[config.mk]
export PLATFORM = sky130hd
export DESIGN_NAME = cib_bridge
export DESIGN_NICKNAME = d
export VERILOG_FILES = /design/src/rtl/cib_pkg.sv /design/src/rtl/cib_cmd_queue.sv /design/src/rtl/cib_seq.sv /design/src/rtl/cib_bridge.sv
export SDC_FILE = /design/constraint.sdc
export NUM_CORES = 1
export LEC_CHECK = 0
export BUFFER_PORTS_ARGS = -buffer_cell sky130_fd_sc_hd__buf_2
export CAP_MARGIN = 20
export CORE_UTILIZATION = 54
export DETAILED_ROUTE_END_ITERATION = 10
export MAX_ROUTING_LAYER = met4
export PLACE_DENSITY = 0.8
export SYNTH_ARGS = -nofsm -noshare
export SYNTH_HDL_FRONTEND = slang
export SYNTH_SLANG_ARGS = --single-unit
[constraint.sdc]
create_clock -name clk -period 4 [get_ports clk]
set_clock_uncertainty 0.1 [all_clocks]
set_input_delay 1.2 -clock clk [delete_from_list [all_inputs] [get_ports clk]]
set_output_delay 1.2 -clock clk [all_outputs]
set_load 0.005 [all_outputs]
[src/rtl/cib_pkg.sv]
package cib_pkg;

    localparam int CIB_AW = 16;
    localparam int CIB_DW = 32;

    typedef logic [CIB_AW-1:0] addr_t;
    typedef logic [CIB_DW-1:0] data_t;

    typedef struct packed {
        logic  wr;
        addr_t addr;
        data_t wdata;
    } cmd_t;

    typedef enum logic [1:0] {
        ST_IDLE = 2'd0,
        ST_HOLD = 2'd1,
        ST_REQ  = 2'd2,
        ST_DATA = 2'd3
    } seq_st_e;

    function automatic logic in_dram(addr_t a, addr_t limit);
        return a < limit;
    endfunction

endpackage

[src/rtl/cib_cmd_queue.sv]
module cib_cmd_queue
    import cib_pkg::*;
#(
    parameter int DEPTH = 4
) (
    input  logic clk,
    input  logic rst,
    input  logic push,
    input  cmd_t push_cmd,
    input  logic pop,
    output cmd_t head,
    output logic empty,
    output logic full
);
    localparam int PW = (DEPTH > 1) ? $clog2(DEPTH) : 1;
    localparam int CW = $clog2(DEPTH + 1);

    cmd_t          slots [DEPTH];
    logic [PW-1:0] wr_ptr, rd_ptr;
    logic [CW-1:0] count;

    function automatic logic [PW-1:0] bump(logic [PW-1:0] p);
        return (p == PW'(DEPTH - 1)) ? '0 : p + 1'b1;
    endfunction

    assign empty = (count == '0);
    assign full  = (count == CW'(DEPTH));
    assign head  = slots[rd_ptr];

    always_ff @(posedge clk) begin
        if (rst) begin
            wr_ptr <= '0;
            rd_ptr <= '0;
            count  <= '0;
        end else begin
            if (push && !full) begin
                slots[wr_ptr] <= push_cmd;
                wr_ptr        <= bump(wr_ptr);
            end
            if (pop && !empty) begin
                rd_ptr <= bump(rd_ptr);
            end
            case ({push && !full, pop && !empty})
                2'b10:   count <= count + 1'b1;
                2'b01:   count <= count - 1'b1;
                default: count <= count;
            endcase
        end
    end
endmodule

[src/rtl/cib_seq.sv]
module cib_seq
    import cib_pkg::*;
#(
    parameter logic [CIB_AW-1:0] DRAM_LIMIT = 16'h8000
) (
    input  logic  clk,
    input  logic  rst,
    input  cmd_t  head,
    input  logic  have_cmd,
    output logic  pop,
    input  logic  mc_bus_own,
    output logic  mc_hold,
    input  logic  mc_hold_ack,
    output logic  ib_req,
    input  logic  ib_gnt,
    output logic  ib_write,
    output logic  ib_sel_mc,
    output addr_t ib_addr,
    output data_t ib_wdata,
    output logic  ib_drain,
    input  logic  ib_rvalid,
    input  data_t ib_rdata,
    input  logic  dram_valid,
    input  data_t dram_rdata,
    output logic  rsp_valid,
    output data_t rsp_data
);
    seq_st_e st, st_n;
    logic    got_dram, got_dram_n;
    logic    got_ib, got_ib_n;
    logic    fire;
    data_t   fire_dat;
    logic    tgt_mc;

    assign tgt_mc    = in_dram(head.addr, DRAM_LIMIT);
    assign ib_write  = head.wr;
    assign ib_sel_mc = tgt_mc;
    assign ib_addr   = head.addr;
    assign ib_wdata  = head.wdata;

    // reads keep the controller held from request through drain
    assign mc_hold  = (st == ST_HOLD) ||
                      (((st == ST_REQ) || (st == ST_DATA)) && !head.wr);
    assign ib_drain = (st == ST_DATA) && tgt_mc && got_dram && !got_ib;

    always_comb begin
        st_n       = st;
        pop        = 1'b0;
        fire       = 1'b0;
        fire_dat   = '0;
        ib_req     = 1'b0;
        got_dram_n = got_dram;
        got_ib_n   = got_ib;
        case (st)
            ST_IDLE: begin
                got_dram_n = 1'b0;
                got_ib_n   = 1'b0;
                if (have_cmd) st_n = head.wr ? ST_REQ : ST_HOLD;
            end
            ST_HOLD: begin
                if (mc_hold_ack) st_n = ST_REQ;
            end
            ST_REQ: begin
                ib_req = (head.wr && !tgt_mc) ? !mc_bus_own : 1'b1;
                if (ib_req && ib_gnt) begin
                    if (head.wr) begin
                        pop  = 1'b1;
                        st_n = ST_IDLE;
                    end else begin
                        st_n = ST_DATA;
                    end
                end
            end
            ST_DATA: begin
                if (!tgt_mc) begin
                    if (ib_rvalid) begin
                        fire     = 1'b1;
                        fire_dat = ib_rdata;
                        pop      = 1'b1;
                        st_n     = ST_IDLE;
                    end
                end else begin
                    if (dram_valid && !got_dram) begin
                        fire       = 1'b1;
                        fire_dat   = dram_rdata;
                        got_dram_n = 1'b1;
                    end
                    if (ib_rvalid) got_ib_n = 1'b1;
                    if (got_dram_n && got_ib_n) begin
                        pop  = 1'b1;
                        st_n = ST_IDLE;
                    end
                end
            end
            default: st_n = ST_IDLE;
        endcase
    end

    always_ff @(posedge clk) begin
        if (rst) begin
            st        <= ST_IDLE;
            got_dram  <= 1'b0;
            got_ib    <= 1'b0;
            rsp_valid <= 1'b0;
            rsp_data  <= '0;
        end else begin
            st        <= st_n;
            got_dram  <= got_dram_n;
            got_ib    <= got_ib_n;
            rsp_valid <= fire;
            if (fire) rsp_data <= fire_dat;
        end
    end
endmodule

[src/rtl/cib_bridge.sv]
module cib_bridge
    import cib_pkg::*;
#(
    parameter int                DEPTH      = 4,
    parameter logic [CIB_AW-1:0] DRAM_LIMIT = 16'h8000
) (
    input  logic              clk,
    input  logic              rst,
    input  logic              hst_valid,
    output logic              hst_ready,
    input  logic              hst_write,
    input  logic [CIB_AW-1:0] hst_addr,
    input  logic [CIB_DW-1:0] hst_wdata,
    output logic              rsp_valid,
    output logic [CIB_DW-1:0] rsp_data,
    input  logic              mc_bus_own,
    output logic              mc_hold,
    input  logic              mc_hold_ack,
    output logic              ib_req,
    input  logic              ib_gnt,
    output logic              ib_write,
    output logic              ib_sel_mc,
    output logic [CIB_AW-1:0] ib_addr,
    output logic [CIB_DW-1:0] ib_wdata,
    output logic              ib_drain,
    input  logic              ib_rvalid,
    input  logic [CIB_DW-1:0] ib_rdata,
    input  logic              dram_valid,
    input  logic [CIB_DW-1:0] dram_rdata
);
    cmd_t in_cmd, head;
    logic q_empty, q_full, pop;

    assign in_cmd    = '{wr: hst_write, addr: hst_addr, wdata: hst_wdata};
    assign hst_ready = !q_full;

    cib_cmd_queue #(.DEPTH(DEPTH)) u_queue (
        .clk      (clk),
        .rst      (rst),
        .push     (hst_valid),
        .push_cmd (in_cmd),
        .pop      (pop),
        .head     (head),
        .empty    (q_empty),
        .full     (q_full)
    );

    cib_seq #(.DRAM_LIMIT(DRAM_LIMIT)) u_seq (
        .clk         (clk),
        .rst         (rst),
        .head        (head),
        .have_cmd    (!q_empty),
        .pop         (pop),
        .mc_bus_own  (mc_bus_own),
        .mc_hold     (mc_hold),
        .mc_hold_ack (mc_hold_ack),
        .ib_req      (ib_req),
        .ib_gnt      (ib_gnt),
        .ib_write    (ib_write),
        .ib_sel_mc   (ib_sel_mc),
        .ib_addr     (ib_addr),
        .ib_wdata    (ib_wdata),
        .ib_drain    (ib_drain),
        .ib_rvalid   (ib_rvalid),
        .ib_rdata    (ib_rdata),
        .dram_valid  (dram_valid),
        .dram_rdata  (dram_rdata),
        .rsp_valid   (rsp_valid),
        .rsp_data    (rsp_data)
    );
endmodule

=== Word level (Yosys, flattened, before mapping) ===
Memories as Yosys holds them, arrays and structs flattened. A register that Yosys moved wholly into a read port is not among the register bits.
Index checks and enable logic that the tools add are counted.

* Input port bits: 121
* Word-level logic and storage cells: 95
* Output and inout port bits: 87
* Memories kept: 1
* Bits in registers: 44
* Memory bits (writable): 196

* Magnitude comparators: 1
* Muxes and demuxes: 42
* Reduce and logical (&&, ||, !) cells: 25
* $add $sub $neg: 4
* Eq/ne operators: 14

{| class="wikitable"
|+ Memory list
! name !! depth !! bits a word !! rd ports !! clocked after Yosys merged registers in !! wr ports !! RTL line !! text
|-
| u_queue.slots || 4 || 49 || 1 || 1 || 1 || cib_cmd_queue.sv:18 || <nowiki>cmd_t slots [DEPTH];</nowiki>
|}

{| class="wikitable"
|+ Operator list
! kind !! number
|-
| 2-to-1 mux 32 bit || 4
|-
| 2-to-1 mux 2 bit || 12
|-
| 2-to-1 mux 1 bit || 21
|-
| less-than comparator 16 bit, second input constant || 1
|-
| equality test 2 bit, second input constant || 5
|-
| logical AND 1 bit || 10
|-
| one-hot mux 2 bit (4 select lines) || 1
|-
| logical NOT 1 bit || 7
|-
| inequality test 2 bit, second input constant || 3
|-
| one-hot mux 1 bit (2 select lines) || 3
|-
| one-hot mux 3 bit (2 select lines) || 1
|-
| AND reduction 5 bit || 1
|-
| adder 2 x 1 -> 2 bit, second input constant || 2
|-
| equality test 2 x 1 -> 1 bit, second input constant || 2
|-
| nonzero test 2 bit || 2
|-
| adder 3 x 1 -> 3 bit, second input constant || 1
|-
| equality test 3 bit, second input constant || 1
|-
| logical NOT 3 bit || 1
|-
| inequality test 3 x 2 -> 1 bit, second input constant || 1
|-
| inequality test 3 bit, second input constant || 1
|-
| subtractor 3 x 1 -> 3 bit, second input constant || 1
|-
| logical NOT 2 bit || 1
|-
| logical OR 1 bit || 2
|-
| inequality test 2 x 1 -> 1 bit, second input constant || 1
|-
| AND reduction 2 bit || 1
|}

=== Depth between registers and ports, before layout ===
Gate-level depths: netlist (run 1).

* Depth after elaboration: 12
* Depth in mapped cells: 15
* Gate-level depth less buffers: 13

=== Modules after synthesis ===
A second synthesis (run 1) with hierarchy kept.

* Cell total of the unflattened synthesis: 587
* Area total of the unflattened synthesis: 9949.5 um2

{| class="wikitable"
|+ By module, submodules not included
! module !! times used !! area each (um2) !! cells each !! sequential area each (um2)
|-
| cib_cmd_queue || 1 || 7582.3 || 310 || 6065.8
|-
| cib_seq || 1 || 2359.8 || 275 || 740.7
|-
| cib_bridge || 1 || 7.5 || 2 || 0.0
|}

=== Worst setup path after synthesis (run 1) ===
Ideal clock, no wire load.

* Path kind: in2reg
* Start: in rst
* End: mem u_queue.slots[0][0] (netlist bit), enable pin
* Required time: 3488 ps
* Arrival time: 2731 ps
* Stages: 3
* Slack: 757 ps
* Path buffers: 1
* Setup time: 412 ps
* Cell sequence: clkbuf_1 -> nor2_1 -> and2_1

* Cells in the longest elaborated chain, start to end: 2

{| class="wikitable"
|+ Ends and longest elaborated chain
! item !! RTL line !! text
|-
| start, declared || cib_bridge.sv:8 || <nowiki>input logic rst,</nowiki>
|-
| 2-to-1 mux 1 bit || cib_cmd_queue.sv:31 || <nowiki>if (rst) begin</nowiki>
|-
| 2-to-1 mux 1 bit (not written as such) || cib_cmd_queue.sv:37 || <nowiki>slots[wr_ptr] <= push_cmd;</nowiki>
|-
| end, declared || cib_cmd_queue.sv:18 ||
|}

Every way passes these cells.

==> results of run 1 <==
[where the power goes]
part	internal, mW	total (mW)	switching, mW
combinational	0.148	0.323	0.175
sequential	2.79	2.82	0.0316
clock	1.59	2.49	0.909
total	4.52	5.64	1.12
[critical path, cell delays in order, from the launching register on]
cell	delay (ns)
dfxtp_4	0.59
mux2_4	0.35
o21ai_4	0.16
inv_2	0.11
buf_4	0.25
nor4b_1	0.32
buf_2	0.17
[placed cells by master (no fill, tap or decap), types with 2 or more instances in the layout]
| cell | Yosys | final |
|---|---|---|
| ha_1 | 6 | 6 |
| mux2i_1 | 3 | 3 |
| nand2b_1 | 2 | 2 |
| nor2b_1 | 3 | 3 |
| nand2_1 | 30 | 30 |
| nand4_1 | 2 | 2 |
| buf_4 | 0 | 8 |
| nor2_1 | 40 | 40 |
| or3_1 | 3 | 3 |
| and2_2 | 0 | 4 |
| nand3_1 | 47 | 47 |
| inv_1 | 6 | 6 |
| buf_2 | 12 | 207 |
| mux4_2 | 48 | 48 |
| clkinv_1 | 0 | 4 |
| dfxtp_1 | 46 | 44 |
| bufinv_16 | 0 | 7 |
| buf_12 | 0 | 5 |
| edfxtp_1 | 196 | 196 |
| xor2_1 | 2 | 2 |
| nor3_1 | 4 | 4 |
| clkinvlp_4 | 0 | 2 |
| o21ai_0 | 4 | 4 |
| clkinv_2 | 0 | 4 |
| mux2_4 | 2 | 2 |
| clkbuf_16 | 0 | 25 |
| a311oi_1 | 32 | 32 |
| a21oi_1 | 9 | 9 |
[worst paths after layout]
path / endpoint / slack, ns / cells after the start
worst max register to register: u_queue.count[2] / 0.65 / 12
worst min-delay path: u_seq.rsp_data[8] / 0.40 / 2
worst min register to register: u_seq.rsp_data[8] / 0.40 / 2
worst max-delay path: ib_drain / 0.24 / 6
[stage by stage]
stage | hold WS, ns | area [sq um] | worst slack, ns | cells | utilization
6_report | 0.398 | 11500 | 0.237 | 985 | 0.688
2_1_floorplan | 0.363 | 9270 | 0.757 | 536 | -
3_3_place_gp | 0.383 | 10600 | 0.691 | 940 | 0.635
4_1_cts | 0.402 | 11500 | 0.188 | 984 | 0.688
5_1_grt | 0.421 | 11500 | 0.0802 | 985 | 0.688
3_5_place_dp | 0.393 | 10600 | 0.627 | 940 | 0.635
[logic make-up after synthesis]
logic type	after synthesis	share of synthesized area
DFF	242	0.734
and+or+nand+nor	139	0.0684
muxes	53	0.123
AOI/OAI and AO/OA	50	0.0425
buffers and inverters	43	0.0198
adders and majority gates	7	0.0103
xor gates and xnor gates	2	0.00189
[final cells by class]
cell class | instances | area [sq um]
Antenna cell | 1 | 2.50
Clock buffer | 26 | 629
Clock inverter | 18 | 265
Fill cell | 1099 | 5200
Inverter | 7 | 26.3
Multi-Input combinational cell | 251 | 2290
Sequential cell | 242 | 6810
Tap cell | 220 | 275
Timing Repair Buffer | 220 | 1200
[sequential cells by signal (all words and copies together) (netlist names), named ones only]
| signal | cells |
|---|---|
| u_queue.slots | 196 |
| u_seq.rsp_valid | 1 |
| u_queue.count | 3 |
| u_seq.st | 2 |
| u_queue.wr_ptr | 2 |
| u_seq.got_ib | 1 |
| u_seq.rsp_data | 32 |
| u_seq.got_dram | 1 |
| u_queue.rd_ptr | 2 |
[routing by layer]
| layer | vias to the layer above | global-route usage |
|---|---|---|
| met5 | - | - |
| met3 | 31 | 0.0398 |
| met2 | 293 | 0.428 |
| met4 | 0 | 0.0766 |
| li1 | 2546 | - |
| met1 | 2869 | 0.289 |
==> reports/metrics.cfg, run 1 <==
[run_status]
outcome = complete, no violations

[worst_setup_path]
path_class = reg -> out
critPathLaunchType = flip-flop
crit_fanout = 31
cp.arrival_ns = 2.46
cp-end-kind = output pin
crit_required_ns = 2.70

[route]
avgRoutedWirePerCell_microns = 21.0
via_count = 5739
drcViolationCount = 0
drt_pass1_iterations = 6
via_per_inst = 5.83
routed-wl-met2_microns = 10900
ant_nets = 0
wl_met3_microns = 1420
wirelength_microns = 20600
drt-met1-wl_microns = 7880
highest_layer = met4
first_iter_violations = 344

[clock_tree]
cts_resized = 0
htreeDepth = 1
postCtsSetupRepairBufs = 0
cts-root-buf = clkbuf_16
insertion_delay_ns = 0.50
cts.reportedPaths.clkPinSlew_ns = 0.06
cts-hold-fix-buffers = 0
cts_tree = yes
cts.sinks = 242
numCtsBuffers = 24
clock_path_buffers = 3

[worst_hold_path]
hold_start = u_seq.rsp_data[8]
min_path_type = reg -> reg

[synth]
syn_area_sq_um = 9270
ys_seq_elements = 242
synth_edf_count = 196
synthTopCellsByArea = edfxtp_1 (63%), mux4_2 (12%), dfxtp_1 (9.9%)
syn_area_per_cell_sq_um = 17.3
yosysSeqAreaShare = 0.734
synth_top_area_cell = edfxtp_1
ys_types = 34
yosysWarnings = 0
synth_nets = 664
synthArstFlopShare = 0
syn_inst = 536
synth_top_area_frac = 0.635
yosysMostFrequentCell = edfxtp_1
synth_ff_type = edfxtp_1
ys_top_cells_by_count = edfxtp_1 (196), mux4_2 (48), nand3_1 (47)

[pwr]
power_density_nw_per_um2 = 490
peakVddDrop_v = 0.000355
finalPower_mw = 5.64
p_leak_nw = 4.10

[grt]
grt_max_degree = 47
grt_pass1_wl_microns = 32100
grt_usage = 0.244
grt_antenna_before_repair = 1
grt_pass1_vias = 5952
grt.overflow.total = 0

[sta]
hold_viol_final = 0
finalCritPeriodShare = 0.941
setup-tns-final_ns = 0
max_slew_margin = 0.614
fmax_ghz = 0.266
final_max_slew_viol_count = 0
setup_viol = 0
rsz0062_at_grt = no
min_period_ns = 3.76
tightest_slew_ns = 0.578

[floorplanning]
rows = 47
design.die.area_sq_um = 17700
start_util = 0.555
die_x_microns = 133
die_h_microns = 133
pin_count = 208
core_area_sq_um = 16700

[flow_run]
cap_violations = 0

[layout]
drive_gt1_frac = 0.418
syn_to_final_growth_pct = 24.0
final_nets = 874

[placed_design]
port_buffers = 207
dp_hpwl_microns = 13100
place.gp.congestion = 0.942

Note: power is estimated with default switching activity, not from simulation.
==> run 2: changes to the inputs <==
Settings changed: CELL_PAD_IN_SITES_DETAIL_PLACEMENT set to 0, CELL_PAD_IN_SITES_GLOBAL_PLACEMENT set to 1, CORE_ASPECT_RATIO set to 1.75, CORE_UTILIZATION 54 to 45, PLACE_DENSITY 0.8 to unset, PLACE_DENSITY_LB_ADDON set to 0.1.
==> run 2 against run 1 <==
Combinational power is 2% lower. Sequential power hardly changed. Maximum frequency grew 7.8%. Sequential share of layout area grew 0.73 points. Non-clock buffer count unchanged. Largest cell class unchanged. Global-route usage down 6.0 points. Cell area shrank 1.2%. Critical path depth fell by 1. Clock power is 15% lower. Critical path type unchanged.
==> reports/metrics.cfg, run 2 (synthesized netlist as in run 1, its figures left out) <==
[pwr]
comb_power_share = 0.061  ; +0.004
pwr-share-clk = 0.404  ; -0.039
p_leak_nw = 4.02  ; -1.8%
p_switching_mw = 1.07  ; -4.3%
finalPower_mw = 5.25  ; -6.8%
p_seq_frac = 0.535  ; +0.035
power_density_nw_per_um2 = 462  ; -5.7%
peakVddDrop_v = 0.000411  ; +16%
p_int_mw = 4.18  ; -7.5%
swShare = 0.204  ; +0.00546

[floorplanning]
core_area_sq_um = 20300  ; +21%
pin_count = 208  ; unchanged
die_x_microns = 111  ; -17%
die_h_microns = 192  ; +44%
start_util = 0.457  ; -0.0982
rows = 69  ; +47%
design.die.area_sq_um = 21200  ; +20%

[route]
drt_pass1_iterations = 4  ; -2
avgRoutedWirePerCell_microns = 19.0  ; -9.6%
first_iter_violations = 319  ; -7.3%
drcViolationCount = 0  ; unchanged
via_count = 5460  ; -4.9%
ant_nets = 0  ; unchanged
via_per_inst = 5.41  ; -7.2%
wirelength_microns = 19100  ; -7.3%

[grt]
grt_pass1_wl_microns = 29800  ; -7.0%
grt_pass1_vias = 5842  ; -1.8%
grt.overflow.total = 0  ; unchanged
grt_max_degree = 65  ; +38%
grt_usage = 0.185  ; -0.0598
grt_antenna_before_repair = 2  ; +1

[placed_design]
port_buffers = 207  ; unchanged
place.gp.congestion = 0.781  ; -17%
dp_hpwl_microns = 12200  ; -6.2%
dp_cells = 968  ; +3.0%

[flow_run]
cap_violations = 0  ; unchanged

[layout]
largest_reg_flops = 196  ; unchanged
layout_common_cells = buf_2 (207), edfxtp_1 (196), mux4_2 (48)
final_common_cell = buf_2
syn_to_final_growth_pct = 22.5
fillCellCount = 1637  ; +49%
drive_gt1_frac = 0.412  ; -0.00570
final_nets = 872  ; -0.23%
regMostFlops = u_queue.slots
instances_no_fill = 1010  ; +2.5%
final_util = 0.560  ; -0.129
reg_top3 = u_queue.slots: 196 flops, u_seq.rsp_data: 32 flops, u_queue.count: 3 flops

[clock_tree]
cts-root-buf = clkbuf_16
cts.sinks = 242  ; unchanged
postCtsSetupRepairBufs = 0  ; unchanged
htreeDepth = 1  ; unchanged
clock_path_buffers = 3  ; unchanged
cts-hold-fix-buffers = 0  ; unchanged
numCtsBuffers = 22  ; -8.3%
cts_resized = 0  ; unchanged
cts.reportedPaths.clkPinSlew_ns = 0.07  ; about the same
insertion_delay_ns = 0.49  ; about the same
cts_tree = yes

[sta]
rsz0062_at_grt = no
tightest_slew_ns = 0.756  ; +0.178 ns
max_slew_margin = 0.496  ; -0.118
setup-tns-final_ns = 0  ; unchanged
setup_viol = 0  ; unchanged
final_max_slew_viol_count = 0  ; unchanged
finalCritPeriodShare = 0.873  ; -0.0680
hold_viol_final = 0  ; unchanged
fmax_ghz = 0.286  ; +7.8%
holdWs_ns = 0.393  ; -0.00483 ns
min_period_ns = 3.49  ; -0.272 ns

[worst_setup_path]
crit_required_ns = 2.70  ; about the same
critPathLaunchType = flip-flop
cp.arrival_ns = 2.19  ; -0.27 ns
crit_fanout = 17  ; -45%
cp-end-kind = output pin
path_class = reg -> out

[run_status]
outcome = complete, no violations

[worst_hold_path]
min_path_type = reg -> reg

run 2: changes by cell type in the layout (fill, tap and decap cells not counted), sizes merged:
cell / delta
bufinv: -4
clkinvlp: -2
clkbuf: +1
clkinv: +1
diode: +1
run 2: routing by layer:
metal,vias up,global-route usage,routed length (microns)
li1,2537,-,-
met1,2722,0.201,7200
met2,181,0.343,10600
met4,0,0.0446,210
met5,-,-,0
met3,20,0.0372,1170
run 2: final timing paths:
path	from	to	slack (ns)	cells past startpoint
setup / recovery	flip-flop	ib_req	0.51	5
hold / removal	u_seq.rsp_data[5]	u_seq.rsp_data[5]	0.39	2
setup reg to reg	flip-flop	u_queue.count[2]	0.80	12
hold reg to reg	u_seq.rsp_data[5]	u_seq.rsp_data[5]	0.39	2
run 2: power groups by stage:
stage | registers, mW | logic (mW) | clock network (mW)
3_3_place_gp | 2.86 | 0.314 | 0
6_report | 2.81 | 0.318 | 2.12
5_1_grt | 2.82 | 0.353 | 2.27
2_1_floorplan | 2.86 | 0.165 | 0
3_5_place_dp | 2.87 | 0.324 | 0
4_1_cts | 2.81 | 0.324 | 2.18
run 2: critical path, stage by stage, from the launching register on:
cell,delay (ns)
dfxtp_4,0.38
buf_4,0.34
mux4_2,0.65
nand3_1,0.11
and2_1,0.12
buf_2,0.10
run 2: metrics by stage:
stage | cell area [sq um] | setup WS, ns
finish | 11400 | 0.509
floorplan | 9270 | 0.757
detailed placement | 10600 | 0.638
global placement | 10600 | 0.687
global route | 11400 | 0.355
CTS | 11400 | 0.452
run 2: area by class of cell:
| cell class | instances | area (sq um) | area share |
|---|---|---|---|
| clock buffer | 27 | 591 | 0.0520 |
| timing repair buffer | 220 | 1170 | 0.103 |
| inverter | 7 | 26.3 | 0.00231 |
| multi-input combinational | 251 | 2290 | 0.202 |
| sequential | 242 | 6810 | 0.600 |
| tap | 248 | 310 | 0.0273 |
| antenna | 2 | 5.00 | 0.000441 |
| clock inverter | 13 | 149 | 0.0131 |
